==> src/rtl/uart_sig_pkg.sv <==
package uart_sig_pkg;
  // Accepted-operation strobes from control to datapath
  typedef struct packed {
    logic rxWr;
    logic rxRd;
    logic rxRdMiss;
    logic txWr;
    logic txRd;
    logic txRdMiss;
  } fifoStrb_t;
endpackage

==> src/rtl/uart_sig_fifo.sv <==
module uart_sig_fifo #(
  parameter int DEPTH  = 64,
  parameter int DATA_W = 8,
  localparam int CNT_W = $clog2(DEPTH + 1),
  localparam int PTR_W = (DEPTH > 1) ? $clog2(DEPTH) : 1
) (
  input  logic              clk,
  input  logic              rstN,
  input  logic              wr,
  input  logic              rd,
  input  logic              rdMiss,
  input  logic [DATA_W-1:0] wrData,
  output logic [DATA_W-1:0] rdData,
  output logic [CNT_W-1:0]  count
);
  localparam logic [PTR_W-1:0] LAST = PTR_W'(DEPTH - 1);

  logic [DATA_W-1:0] mem [DEPTH];
  logic [PTR_W-1:0]  wrPtr, rdPtr;

  always_ff @(posedge clk) begin
    if (wr) mem[wrPtr] <= wrData;
  end

  always_ff @(posedge clk or negedge rstN) begin
    if (!rstN) begin
      wrPtr  <= '0;
      rdPtr  <= '0;
      count  <= '0;
      rdData <= '0;
    end else begin
      if (wr) wrPtr <= (wrPtr == LAST) ? '0 : wrPtr + 1'b1;
      if (rd) rdPtr <= (rdPtr == LAST) ? '0 : rdPtr + 1'b1;
      if (rd)          rdData <= mem[rdPtr];
      else if (rdMiss) rdData <= '0;
      case ({wr, rd})
        2'b10:   count <= count + 1'b1;
        2'b01:   count <= count - 1'b1;
        default: count <= count;
      endcase
    end
  end

  AST_NO_OVERFLOW: assert property (@(posedge clk) disable iff (!rstN)
    count <= CNT_W'(DEPTH));
  AST_NO_UNDERFLOW: assert property (@(posedge clk) disable iff (!rstN)
    rd |-> count != '0);
  AST_PAIR_KEEPS: assert property (@(posedge clk) disable iff (!rstN)
    (wr && rd) |=> count == $past(count));
endmodule

==> src/rtl/uart_sig_dp.sv <==
module uart_sig_dp
  import uart_sig_pkg::*;
#(
  parameter int DEPTH  = 64,
  parameter int DATA_W = 8,
  localparam int CNT_W = $clog2(DEPTH + 1)
) (
  input  logic              clk,
  input  logic              rstN,
  input  fifoStrb_t         strb,
  input  logic [DATA_W-1:0] rxPushData,
  input  logic [DATA_W-1:0] txPushData,
  output logic [DATA_W-1:0] rxPopData,
  output logic [DATA_W-1:0] txPopData,
  output logic [CNT_W-1:0]  rxCount,
  output logic [CNT_W-1:0]  txCount
);
  uart_sig_fifo #(.DEPTH(DEPTH), .DATA_W(DATA_W)) u_rxFifo (
    .clk(clk), .rstN(rstN), .wr(strb.rxWr), .rd(strb.rxRd),
    .rdMiss(strb.rxRdMiss), .wrData(rxPushData), .rdData(rxPopData),
    .count(rxCount));

  uart_sig_fifo #(.DEPTH(DEPTH), .DATA_W(DATA_W)) u_txFifo (
    .clk(clk), .rstN(rstN), .wr(strb.txWr), .rd(strb.txRd),
    .rdMiss(strb.txRdMiss), .wrData(txPushData), .rdData(txPopData),
    .count(txCount));
endmodule

==> src/rtl/uart_sig_ctrl.sv <==
module uart_sig_ctrl
  import uart_sig_pkg::*;
#(
  parameter int DEPTH = 64,
  localparam int CNT_W = $clog2(DEPTH + 1)
) (
  input  logic             clk,
  input  logic             rstN,
  input  logic             fifoEn,
  input  logic             blockMode,
  input  logic [CNT_W-1:0] rxTrig,
  input  logic [CNT_W-1:0] txTrig,
  input  logic             autoRs485,
  input  logic             rxTimeout,
  input  logic             txShiftEmpty,
  input  logic             rxPushReq,
  input  logic             rxPopReq,
  input  logic             txPushReq,
  input  logic             txPopReq,
  input  logic [CNT_W-1:0] rxCount,
  input  logic [CNT_W-1:0] txCount,
  output fifoStrb_t        strb,
  output logic             rxRdyN,
  output logic             txRdyN,
  output logic             intOut
);
  localparam logic [CNT_W-1:0] FULL = CNT_W'(DEPTH);
  localparam logic [CNT_W-1:0] ONE  = CNT_W'(1);

  logic [CNT_W-1:0] capacity;
  logic blockOn, rxLatch, rxLatchNxt;
  logic rxIntC, txEmptyC, txIntC;

  // Acceptance: a push into a full FIFO passes only alongside a real pop
  always_comb begin
    capacity      = fifoEn ? FULL : ONE;
    strb.rxRd     = rxPopReq && (rxCount != '0);
    strb.rxRdMiss = rxPopReq && (rxCount == '0);
    strb.rxWr     = rxPushReq && ((rxCount < capacity) || strb.rxRd);
    strb.txRd     = txPopReq && (txCount != '0);
    strb.txRdMiss = txPopReq && (txCount == '0);
    strb.txWr     = txPushReq && ((txCount < capacity) || strb.txRd);
  end

  // Block-mode receive latch: clear on empty wins over set
  always_comb begin
    blockOn = fifoEn && blockMode;
    if (!blockOn || rxCount == '0)                  rxLatchNxt = 1'b0;
    else if ((rxCount >= rxTrig) || rxTimeout)      rxLatchNxt = 1'b1;
    else                                            rxLatchNxt = rxLatch;
  end

  always_comb begin
    rxIntC   = fifoEn ? ((rxCount != '0) && (rxCount >= rxTrig)) : (rxCount != '0);
    txEmptyC = (txCount == '0) && (!autoRs485 || txShiftEmpty);
    txIntC   = fifoEn ? (((txCount != '0) && (txCount < txTrig)) || txEmptyC) : txEmptyC;
  end

  always_ff @(posedge clk or negedge rstN) begin
    if (!rstN) begin
      rxLatch <= 1'b0;
      rxRdyN  <= 1'b1;
      txRdyN  <= 1'b0;
      intOut  <= 1'b0;
    end else begin
      rxLatch <= rxLatchNxt;
      rxRdyN  <= blockOn ? !rxLatchNxt : (rxCount == '0);
      txRdyN  <= blockOn ? (txCount == FULL) : (txCount != '0);
      intOut  <= rxIntC || txIntC;
    end
  end

  AST_BLOCK_HOLD: assert property (@(posedge clk) disable iff (!rstN)
    (fifoEn && blockMode && $past(fifoEn && blockMode) && !rxRdyN && rxCount != '0)
    |=> !rxRdyN);
  AST_TX_FULL: assert property (@(posedge clk) disable iff (!rstN)
    (fifoEn && blockMode && txCount == FULL) |=> txRdyN);
  AST_SINGLE_RX_EMPTY: assert property (@(posedge clk) disable iff (!rstN)
    (fifoEn && !blockMode && rxCount == '0) |=> rxRdyN);
  AST_RX_INT: assert property (@(posedge clk) disable iff (!rstN)
    (fifoEn && rxCount != '0 && rxCount >= rxTrig) |=> intOut);
  AST_OFF_CAP: assert property (@(posedge clk) disable iff (!rstN)
    (!fifoEn && rxCount != '0 && !rxPopReq) |-> !strb.rxWr);
endmodule

==> src/rtl/uart_fifo_sig.sv <==
module uart_fifo_sig
  import uart_sig_pkg::*;
#(
  parameter int DEPTH  = 64,
  parameter int DATA_W = 8,
  localparam int CNT_W = $clog2(DEPTH + 1)
) (
  input  logic              clk,
  input  logic              rstN,
  input  logic              fifoEn,
  input  logic              blockMode,
  input  logic [CNT_W-1:0]  rxTrig,
  input  logic [CNT_W-1:0]  txTrig,
  input  logic              autoRs485,
  input  logic              rxTimeout,
  input  logic              txShiftEmpty,
  input  logic              rxPush,
  input  logic [DATA_W-1:0] rxPushData,
  input  logic              rxPop,
  output logic [DATA_W-1:0] rxPopData,
  input  logic              txPush,
  input  logic [DATA_W-1:0] txPushData,
  input  logic              txPop,
  output logic [DATA_W-1:0] txPopData,
  output logic [CNT_W-1:0]  rxLevel,
  output logic [CNT_W-1:0]  txLevel,
  output logic              rxRdyN,
  output logic              txRdyN,
  output logic              intOut
);
  fifoStrb_t strb;

  uart_sig_ctrl #(.DEPTH(DEPTH)) u_ctrl (
    .clk(clk), .rstN(rstN), .fifoEn(fifoEn), .blockMode(blockMode),
    .rxTrig(rxTrig), .txTrig(txTrig), .autoRs485(autoRs485),
    .rxTimeout(rxTimeout), .txShiftEmpty(txShiftEmpty),
    .rxPushReq(rxPush), .rxPopReq(rxPop), .txPushReq(txPush), .txPopReq(txPop),
    .rxCount(rxLevel), .txCount(txLevel), .strb(strb),
    .rxRdyN(rxRdyN), .txRdyN(txRdyN), .intOut(intOut));

  uart_sig_dp #(.DEPTH(DEPTH), .DATA_W(DATA_W)) u_dp (
    .clk(clk), .rstN(rstN), .strb(strb),
    .rxPushData(rxPushData), .txPushData(txPushData),
    .rxPopData(rxPopData), .txPopData(txPopData),
    .rxCount(rxLevel), .txCount(txLevel));
endmodule

==> config.mk <==
export PLATFORM = sky130hd
export DESIGN_NAME = uart_fifo_sig
export DESIGN_NICKNAME = d
export VERILOG_FILES = /design/src/rtl/uart_sig_pkg.sv /design/src/rtl/uart_sig_fifo.sv /design/src/rtl/uart_sig_dp.sv /design/src/rtl/uart_sig_ctrl.sv /design/src/rtl/uart_fifo_sig.sv
export SDC_FILE = /design/constraint.sdc
export NUM_CORES = 1
export LEC_CHECK = 0
export BUFFER_PORTS_ARGS = -buffer_cell sky130_fd_sc_hd__buf_2
export CORE_UTILIZATION = 30
export CTS_CLUSTER_SIZE = 40
export DETAILED_ROUTE_END_ITERATION = 10
export GPL_TIMING_DRIVEN = 0
export PLACE_DENSITY = 0.5
export RECOVER_POWER = 100
export SYNTH_ARGS = -nofsm -noshare
export SYNTH_HDL_FRONTEND = slang
export SYNTH_SLANG_ARGS = --single-unit
==> constraint.sdc <==
create_clock -name clk -period 3.9 [get_ports clk]
set_clock_uncertainty 0.15 [all_clocks]
set_input_delay 0.78 -clock clk [delete_from_list [all_inputs] [get_ports clk]]
set_output_delay 0.78 -clock clk [all_outputs]
set_load 0.02 [all_outputs]
==> results of run 1 <==
repair_timing:
item                                    CTS  global route
setup buffers                             2             2
gates resized for setup                  55           116
hold buffers                              1             0
pin swaps                                 0             2
hold endpoints to repair                 24             0
endpoints found under the setup margin  996           738
registers in the layout, summed over array words and instances (netlist names):
name / cells
u_dp.u_txFifo.mem: 512
u_dp.u_txFifo.count: 7
u_dp.u_txFifo.rdPtr: 6
u_ctrl.intOut: 1
u_dp.u_txFifo.wrPtr: 6
u_ctrl.rxRdyN: 1
u_dp.u_rxFifo.wrPtr: 6
u_dp.u_rxFifo.rdPtr: 6
u_dp.u_rxFifo.mem: 512
u_dp.u_rxFifo.count: 7
u_dp.u_rxFifo.rdData: 8
u_ctrl.txRdyN: 1
u_dp.u_txFifo.rdData: 8
u_ctrl.rxLatch: 1
cell families (layout without fill, tap and decap cells):
kind of cell | after synthesis | in the layout | synth area share [%]
DFF | 1082 | 1082 | 74.4
and+or+nand+nor | 436 | 436 | 4.71
muxes | 337 | 337 | 13.9
AOI/OAI and AO/OA | 256 | 256 | 4.02
buffers and inverters | 152 | 454 | 1.64
adders and majority gates | 31 | 31 | 0.931
xor gates and xnor gates | 20 | 20 | 0.405
other | 0 | 1 | 0
worst paths after layout:
check,to,slack (ns),cells past startpoint
max in group asynchronous,u_dp.u_rxFifo.rdData[4],0.64,3
worst min register to register,u_ctrl.rxRdyN,0.31,1
worst max-delay path,u_dp.u_rxFifo.mem[60][5],-0.13,7
min in group asynchronous,u_dp.u_txFifo.count[2],0.92,2
worst max register to register,u_dp.u_rxFifo.mem[60][5],-0.13,7
worst min-delay path,u_ctrl.rxRdyN,0.12,2
per-layer routing:
metal,wire (um),up-vias
li1,-,9808
met1,54100,12400
met2,59300,895
met3,7350,217
met4,4010,0
met5,0,-
synth_stat cells (all sizes together), types with 6 or more instances:
cell,number
o31ai,8
a31oi,9
and2,6
o22ai,31
nand2,103
a21o,8
edfxtp,1024
nor2b,24
dfrtp,57
nor3,43
nand3,47
nand2b,7
mux2,13
buf,79
a22oi,41
nor2,146
a211oi,19
inv,31
o21ai,43
o221ai,6
nor4,8
mux4,208
ha,29
xnor2,15
nand4,8
a21oi,45
a2111oi,7
mux2i,116
or3,8
clkbuf,41
or4,7
o211ai,8
nand3b,8
stage by stage:
stage	utilization [%]	instance area [um2]	setup slack [ns]
2_1_floorplan	-	43300	0.698
3_3_place_gp	32.1	46000	-1.33
3_5_place_dp	32.2	46200	-1.33
4_1_cts	35.1	50300	-0.376
5_1_grt	35.4	50700	-0.270
6_report	35.4	50700	-0.126
power by group:
part           internal, uW  switching (uW)
registers             13300             498
clock network          6490            4710
logic                  3340            6400
total                 23100           11600
critical path, stage by stage, from the launching register on:
cell      delay (ns)
dfrtp_1         0.74
nor2_1          0.15
a31oi_2         0.46
o21a_2          0.29
nand2_1         0.32
or3_1           0.42
clkbuf_1        0.30
nor2_1          0.80
area by class of cell:
cell class / count / area share, %
timing repair buffer: 85 / 0.824
buffer: 119 / 1.17
inverter: 32 / 0.237
multi-input combinational: 1080 / 21.8
sequential: 1082 / 63.5
antenna: 1 / 0.00494
tap: 1903 / 4.70
clock buffer: 134 / 5.86
clock inverter: 84 / 1.84
cells in the final DEF (no fill, tap or decap), drive strengths merged, types with 8 or more instances in the layout:
cell type,synthesis,layout
bufinv,0,15
xnor2,15,15
a21oi,45,45
nor2b,24,24
nor3,43,43
nor4,8,8
o31ai,8,8
nand3,47,47
nand4,8,8
buf,79,118
dfrtp,57,57
a31oi,9,9
a211oi,19,19
or3,8,8
a21o,8,8
clkbuf,41,218
ha,29,29
nand3b,8,8
nor2,146,146
mux2i,116,116
nand2,103,103
clkinv,1,61
inv,31,37
edfxtp,1024,1024
mux4,208,208
o21ai,43,43
mux2,13,13
a22oi,41,41
o211ai,8,8
o22ai,31,31
==> impl_metrics.json, run 1 <==
{
  "cp.arrival_ns": 4.23,
  "worstMarginPinSlew_ns": 3.25,
  "drt_first_pass_iters": 5,
  "htree_levels": 3,
  "fin_hold_ws_ns": 0.116,
  "dieArea_um2": 146000,
  "min_period_over_period_pct": 103,
  "fin_ws_ns": -0.126,
  "die_h_um": 382,
  "hold_class": "input port to register",
  "use_met2_pct": 27.3,
  "total_power_uw": 34700,
  "gp_congestion": 0.900,
  "viasPerCell": 5.16,
  "ys_seq_area_share_pct": 74.4,
  "hold_viol": 0,
  "first_iter_violations": 2428,
  "clkSinkCount": 1082,
  "grt_pass1_vias": 24100,
  "critPathLaunchType": "register",
  "antenna_found_initial": 4,
  "grtUsageMet1_pct": 23.4,
  "slew_viol_final": 1046,
  "dp_hpwl_um": 82300,
  "cp-startpoint": "u_dp.u_rxFifo.count[2]",
  "coreArea_um2": 143000,
  "io_buffers": 72,
  "synth_nets": 2386,
  "worst_skew_pair.late_latency_ns": 0.75,
  "wirelength_um": 125000,
  "tritoncts": "yes",
  "synthDistinctLibCells": 75,
  "synth_cells": 2314,
  "ys_ff_latch": 1082,
  "p_leak_uw": 0.0160,
  "rsz0062_at_grt": "true",
  "via_count": 23300,
  "cts_buffers": 115,
  "initial_core_util_pct": 30.2,
  "slew_headroom_pct": -117,
  "max_freq_mhz": 248,
  "synth_edf_count": 1024,
  "finalSetupTns_ns": -11.39,
  "yosys-top-cells-area": "edfxtp_1 71%, mux4_2 11%, dfrtp_1 3.3%",
  "layout-drive-gt1-share_pct": 24.2,
  "critPathMaxFanout": 10,
  "top_usage_layer": "met2",
  "seq_area_um2": 32200,
  "row_count": 139,
  "root_buffer": "clkbuf_16",
  "hold_start": "rxTimeout",
  "clk_pin_slew_worst_paths_ns": 0.06,
  "status": "finished with violations",
  "synth_top_cell_area_share_pct": 71.1,
  "instances_no_fill": 4520,
  "required_ns": 4.10,
  "drc": 0,
  "power.density_nw_per_um2": 684,
  "num-fill-cells": 13500,
  "placedCellCount": 4296,
  "fp.dieW_um": 382,
  "fin_nets": 2587,
  "io_pins": 74,
  "ys_async_sr_fraction_pct": 5.36,
  "grt_use_met3_pct": 3.00,
  "cts.path.max_buffers": 3,
  "wl_per_cell_um": 27.6,
  "synthToLayoutAreaGrowth_pct": 17.1,
  "setup_viol": 215,
  "cp-end-kind": "register",
  "ys_warn_count": 0,
  "avgSynthCellArea_um2": 18.7,
  "max-vdd-ir-drop_uv": 465,
  "grt_max_degree": 65,
  "gr-usage-all-layers_pct": 17.0,
  "synth_top_cell_by_area": "edfxtp_1",
  "reg2reg_from": "u_dp.u_rxFifo.count[2]",
  "violations": "capacitance limit, slew limit, setup timing",
  "grt_pass1_wl_um": 178000,
  "synth_top_flop_cell": "edfxtp_1",
  "syn-cell-area_um2": 43300,
  "multi_input_area_um2": 11100,
  "grt-ovfl-total": 0,
  "period_needed_ns": 4.03,
  "worstSetupPathType": "register to register",
  "antenna_left": 0,
  "maxCapViolations": 17
}
No activity file was read; power rests on OpenSTA's default activity.
==> run 2, diff against run 1 <==
--- a/config.mk
+++ b/config.mk
@@ -6,12 +6,15 @@
 export NUM_CORES = 1
 export LEC_CHECK = 0
 export BUFFER_PORTS_ARGS = -buffer_cell sky130_fd_sc_hd__buf_2
+export CELL_PAD_IN_SITES_DETAIL_PLACEMENT = 0
+export CELL_PAD_IN_SITES_GLOBAL_PLACEMENT = 1
 export CORE_UTILIZATION = 30
 export CTS_CLUSTER_SIZE = 40
 export DETAILED_ROUTE_END_ITERATION = 10
 export GPL_TIMING_DRIVEN = 0
-export PLACE_DENSITY = 0.5
+export PLACE_DENSITY = 0.55
 export RECOVER_POWER = 100
+export REMOVE_ABC_BUFFERS = 1
 export SYNTH_ARGS = -nofsm -noshare
 export SYNTH_HDL_FRONTEND = slang
 export SYNTH_SLANG_ARGS = --single-unit
==> run 2 against run 1 <==
Compared with the run above:
- the run still ends with capacitance limit, slew limit, setup timing left
- global-route usage fell by 2.5 points
- cell count fell by 2.5%
- core utilization fell by 0.60 points
- combinational power fell by 19%
- maximum frequency rose by 2.4%
- register-to-register slack improved by 0.09 ns
- count of clock-buffer cells in the layout rose by 13
- critical path depth fell by 2
- die area did not move
- sequential power rose by 4%
- non-clock buffer count fell by 110
==> impl_metrics.json, run 2 (synthesis gave the netlist of run 1 again) <==
{
  "fin_nets": 2478,
  "worst_skew_pair.late_latency_ns": 0.75,
  "max-vdd-ir-drop_uv": 365,
  "r2r_end": "u_dp.u_rxFifo.mem[19][2]",
  "drc": 0,
  "endpoint": "u_dp.u_rxFifo.mem[19][2]",
  "power.density_nw_per_um2": 658,
  "grt_pass1_vias": 23100,
  "use_met2_pct": 24.6,
  "grt_pass1_wl_um": 158000,
  "setup_viol": 28,
  "slew_headroom_pct": -106,
  "tritoncts": "yes",
  "crit_slowest_cell": "nor2_1",
  "min_period_over_period_pct": 101,
  "n_antenna_cell": 0,
  "critPathLaunchType": "register",
  "final_common_cell": "edfxtp_1",
  "grt-ovfl-total": 0,
  "max_freq_mhz": 254,
  "layout_common_cells": "1024 x edfxtp_1, 205 x mux4_2, 117 x clkbuf_16",
  "total_power_uw": 32800,
  "dp_hpwl_um": 66000,
  "wirelength_um": 106000,
  "hold_viol": 0,
  "coreArea_um2": 143000,
  "cp-end-kind": "register",
  "regToRegSetupSlack_ns": -0.03,
  "cts_buffers": 116,
  "htree_levels": 3,
  "io_pins": 74,
  "num-fill-cells": 13500,
  "slowest_delay_ns": 0.91,
  "placed_area_um2": 45900,
  "grtUsageMet1_pct": 19.2,
  "cp-startpoint": "u_dp.u_rxFifo.count[0]",
  "cp_cell_sequence": "nor4_2, o2bb2ai_1, o21a_1, nand4_1, nor2_1",
  "hold_class": "input port to register",
  "reg2reg_depth": 5,
  "layout-drive-gt1-share_pct": 21.5,
  "worstSetupPathType": "register to register",
  "rsz0062_at_grt": "true",
  "top_regs": "u_dp.u_rxFifo.mem: 512 flops, u_dp.u_txFifo.mem: 512 flops",
  "grt_max_degree": 65,
  "slew_viol_final": 1020,
  "status": "finished with violations",
  "row_count": 139,
  "required_ns": 4.06,
  "io_buffers": 73,
  "worstMarginPinSlew_ns": 3.09,
  "fp.dieW_um": 382,
  "antenna_found_initial": 3,
  "place_ws_ns": -1.87,
  "clkSinkCount": 1082,
  "via_count": 21800,
  "drt_first_pass_iters": 5,
  "wl_per_cell_um": 24.0,
  "first_iter_violations": 1843,
  "maxCapViolations": 16,
  "antenna_left": 0,
  "synthToLayoutAreaGrowth_pct": 15.2,
  "grt_use_met3_pct": 2.50,
  "p_leak_uw": 0.0155,
  "gp_congestion": 0.781,
  "cts.path.max_buffers": 3,
  "violations": "capacitance limit, slew limit, setup timing",
  "die_h_um": 382,
  "top_usage_layer": "met2",
  "initial_core_util_pct": 30.2,
  "dieArea_um2": 146000,
  "reg2reg_from": "u_dp.u_rxFifo.count[0]",
  "viasPerCell": 4.95,
  "fin_ws_ns": -0.0331,
  "cp.arrival_ns": 4.10,
  "root_buffer": "clkbuf_16",
  "fin_hold_ws_ns": 0.0859,
  "critPathMaxFanout": 8,
  "fin_area_um2": 49800,
  "clk_pin_slew_worst_paths_ns": 0.06,
  "period_needed_ns": 3.93,
  "gr-usage-all-layers_pct": 14.5
}
run 2: worst min-delay path by stage:
stage                    from  slack, ns  cells after the start            end
2_1_floorplan  u_ctrl.rxLatch       0.25                      1  u_ctrl.rxRdyN
3_3_place_gp   u_ctrl.rxLatch       0.26                      1  u_ctrl.rxRdyN
3_5_place_dp   u_ctrl.rxLatch       0.29                      1  u_ctrl.rxRdyN
4_1_cts             rxTimeout       0.03                      2  u_ctrl.rxRdyN
5_1_grt             rxTimeout       0.06                      2  u_ctrl.rxRdyN
6_report            rxTimeout       0.09                      2  u_ctrl.rxRdyN
run 2: final cells by class:
| type | count | area [um2] | area share, % |
|---|---|---|---|
| tap | 1903 | 2380 | 4.78 |
| multi-input combinational | 1080 | 10800 | 21.6 |
| clock buffer | 147 | 3040 | 6.10 |
| sequential | 1082 | 32200 | 64.7 |
| inverter | 32 | 120 | 0.241 |
| timing repair buffer | 94 | 698 | 1.40 |
| clock inverter | 68 | 601 | 1.21 |
run 2: stage by stage:
stage          cells  utilization, %  TNS, ns
2_1_floorplan   2194               -   -28.57
3_3_place_gp    4170            31.7  -918.64
3_5_place_dp    4186            32.0  -849.31
4_1_cts         4405            34.8   -0.744
5_1_grt         4406            34.8   -27.37
6_report        4406            34.8   -0.475
run 2: per-layer routing:
metal / vias to the layer above / wire length [um]
li1: 9612 / -
met1: 11600 / 45700
met2: 477 / 53500
met3: 135 / 4370
met4: 4 / 2170
met5: - / 30
run 2: what timing repair did:
item | in CTS | in global routing
endpoints found under the setup margin | 607 | 406
hold endpoints to repair | 14 | 0
setup buffers | 3 | 0
resized for setup | 68 | 42
hold buffers | 1 | 0
run 2: worst max-delay path, delay by kind of cell, from the launching register on:
kind | cells | cell delay [ns]
compound gates | 2 | 0.75
flops | 1 | 0.45
simple gates | 3 | 2.17
run 2: where the power goes:
group          switching, uW  total, uW  internal, uW
Clock                   4530      10500          5970
Combinational           4600       7850          3260
Sequential              1160      14400         13300
==> run 3, diff against run 2 <==
--- a/config.mk
+++ b/config.mk
@@ -5,8 +5,9 @@
 export SDC_FILE = /design/constraint.sdc
 export NUM_CORES = 1
 export LEC_CHECK = 0
+export ABC_CLOCK_PERIOD_IN_PS = 3900
 export BUFFER_PORTS_ARGS = -buffer_cell sky130_fd_sc_hd__buf_2
-export CELL_PAD_IN_SITES_DETAIL_PLACEMENT = 0
+export CELL_PAD_IN_SITES_DETAIL_PLACEMENT = 1
 export CELL_PAD_IN_SITES_GLOBAL_PLACEMENT = 1
 export CORE_UTILIZATION = 30
 export CTS_CLUSTER_SIZE = 40
==> run 3 against run 2 <==
Compared with the run above:
- the flow finishes with violations (capacitance limit, slew limit)
- count of clock-buffer cells in the layout up 1
- first-iteration DRC count down 15%
- sequential power about the same
- combinational power up 0.5%
- core utilization up 0.066 points
- wire length up 3.6%
- critical path depth unchanged
- total power up 1.7%
- die area unchanged
- sequential share of layout area down 0.12 points
- critical endpoint is now u_dp.u_txFifo.mem[49][3]
- largest cell class unchanged
==> impl_metrics.json, run 3 (synthesis gave the netlist of run 1 again) <==
{
  "status": "finished with violations",
  "violations": "capacitance limit, slew limit",
  "tritoncts": "yes",
  "gp_congestion": 0.781,
  "setup_viol": 0,
  "slew_viol_final": 1042,
  "slew_headroom_pct": -108,
  "total_power_uw": 33300,
  "worst_skew_pair.late_latency_ns": 0.73,
  "max-vdd-ir-drop_uv": 445,
  "layout-drive-gt1-share_pct": 21.5,
  "period_needed_ns": 3.89,
  "critPathMaxFanout": 8,
  "via_count": 22000,
  "fin_nets": 2478,
  "htree_levels": 3,
  "instances_no_fill": 4411,
  "hold_viol": 0,
  "drc": 0,
  "dieArea_um2": 146000,
  "io_buffers": 73,
  "top_regs": "u_dp.u_rxFifo.mem: 512 flops, u_dp.u_txFifo.mem: 512 flops",
  "cp.arrival_ns": 4.06,
  "cp_cell_sequence": "or4_1, o22ai_1, or2_1, nand3_1, nor2_1",
  "cts.path.max_buffers": 3,
  "crit_slowest_cell": "nor2_1",
  "final_common_cell": "edfxtp_1",
  "cts_buffers": 116,
  "min_period_over_period_pct": 99.8,
  "grt_max_degree": 65,
  "synthToLayoutAreaGrowth_pct": 15.4,
  "hold_class": "input port to register",
  "placedCellCount": 4186,
  "reg2reg_depth": 5,
  "die_h_um": 382,
  "clk_pin_slew_worst_paths_ns": 0.06,
  "reg2reg_from": "u_dp.u_txFifo.count[1]",
  "regToRegSetupSlack_ns": 0.007,
  "root_buffer": "clkbuf_16",
  "first_iter_violations": 1566,
  "rsz0062_at_grt": "true",
  "power.density_nw_per_um2": 668,
  "hold_start": "rxTimeout",
  "grt_pass1_wl_um": 164000,
  "initial_core_util_pct": 30.2,
  "gr-usage-all-layers_pct": 15.1,
  "r2r_end": "u_dp.u_txFifo.mem[49][3]",
  "critPathLaunchType": "register",
  "grt_pass1_vias": 23800,
  "viasPerCell": 4.99,
  "required_ns": 4.06,
  "slowest_delay_ns": 0.92,
  "antenna_found_initial": 3,
  "layout_common_cells": "1024 x edfxtp_1, 205 x mux4_2, 116 x clkbuf_16",
  "max_freq_mhz": 257,
  "cp-end-kind": "register",
  "antenna_left": 0,
  "io_pins": 74,
  "p_leak_uw": 0.0156,
  "worstMarginPinSlew_ns": 3.12,
  "drt_first_pass_iters": 5,
  "clkSinkCount": 1082,
  "hold_end": "u_ctrl.rxRdyN",
  "wl_per_cell_um": 24.9,
  "dp_hpwl_um": 68500,
  "worstHoldPathCells": 2,
  "worstSetupPathType": "register to register",
  "grt-ovfl-total": 0,
  "coreArea_um2": 143000,
  "wirelength_um": 110000,
  "maxCapViolations": 17,
  "row_count": 139,
  "fp.dieW_um": 382,
  "n_antenna_cell": 0
}
run 3: layout make-up:
| type | count | area (um2) |
|---|---|---|
| Clock buffer | 148 | 3070 |
| Clock inverter | 72 | 737 |
| Fill cell | 14300 | 93400 |
| Inverter | 32 | 120 |
| Multi-Input combinational cell | 1080 | 10700 |
| Sequential cell | 1082 | 32200 |
| Tap cell | 1903 | 2380 |
| Timing Repair Buffer | 94 | 697 |
run 3: worst max-delay path by stage:
stage | start | to | slack, ns | cells past startpoint
4_1_cts | u_dp.u_txFifo.count[1] | u_dp.u_txFifo.mem[61][7] | -0.09 | 5
3_5_place_dp | rxPop | u_dp.u_rxFifo.mem[44][2] | -1.84 | 7
2_1_floorplan | u_dp.u_rxFifo.rdPtr[0] | u_dp.u_rxFifo.rdData[6] | -1.74 | 6
3_3_place_gp | u_dp.u_txFifo.rdPtr[1] | u_dp.u_txFifo.rdData[1] | -5.56 | 6
6_report | u_dp.u_txFifo.count[1] | u_dp.u_txFifo.mem[49][3] | 0.007 | 5
5_1_grt | u_dp.u_txFifo.count[1] | u_dp.u_txFifo.mem[57][5] | -0.14 | 5
run 3: critical path: cells and delay by family, from the launching register on:
family             cells  cell delay [ns]
and+or+nand+nor        4             2.58
DFF                    1             0.47
AOI/OAI and AO/OA      1             0.30
run 3: where the power goes:
part           switching [uW]  internal (uW)
clock network            4720           6270
registers                1180          13300
logic                    4640           3250
run 3: timing repair:
item / in CTS / in global routing
endpoints found under the setup margin: 614 / 389
setup buffers: 3 / 0
resized for setup: 66 / 21
hold buffers: 1 / 0
cloned: 0 / 0
endpoints found under the hold margin: 14 / 0
run 3: layer usage:
layer | vias up | wire (um) | track usage, % | share of wire (%)
met4 | 6 | 3100 | 4.70 | 2.8
li1 | 9589 | - | - | -
met1 | 11800 | 48000 | 20.1 | 44
met2 | 398 | 54400 | 25.1 | 50
met5 | - | 40 | 0 | 0.036
met3 | 174 | 4150 | 2.45 | 3.8
run 3: through the flow:
step / hold WS (ns) / cell area [um2] / worst slack (ns) / util (%) / setup TNS (ns)
floorplan: 0.249 / 42700 / -1.74 / - / -28.57
global placement: 0.264 / 45400 / -5.56 / 31.7 / -918.64
finish: 0.107 / 49900 / 0.00730 / 34.8 / 0
global route: 0.0681 / 49900 / -0.137 / 34.8 / -25.00
detailed placement: 0.278 / 45900 / -1.84 / 32.0 / -864.74
CTS: 0.0421 / 49900 / -0.0919 / 34.9 / -1.30
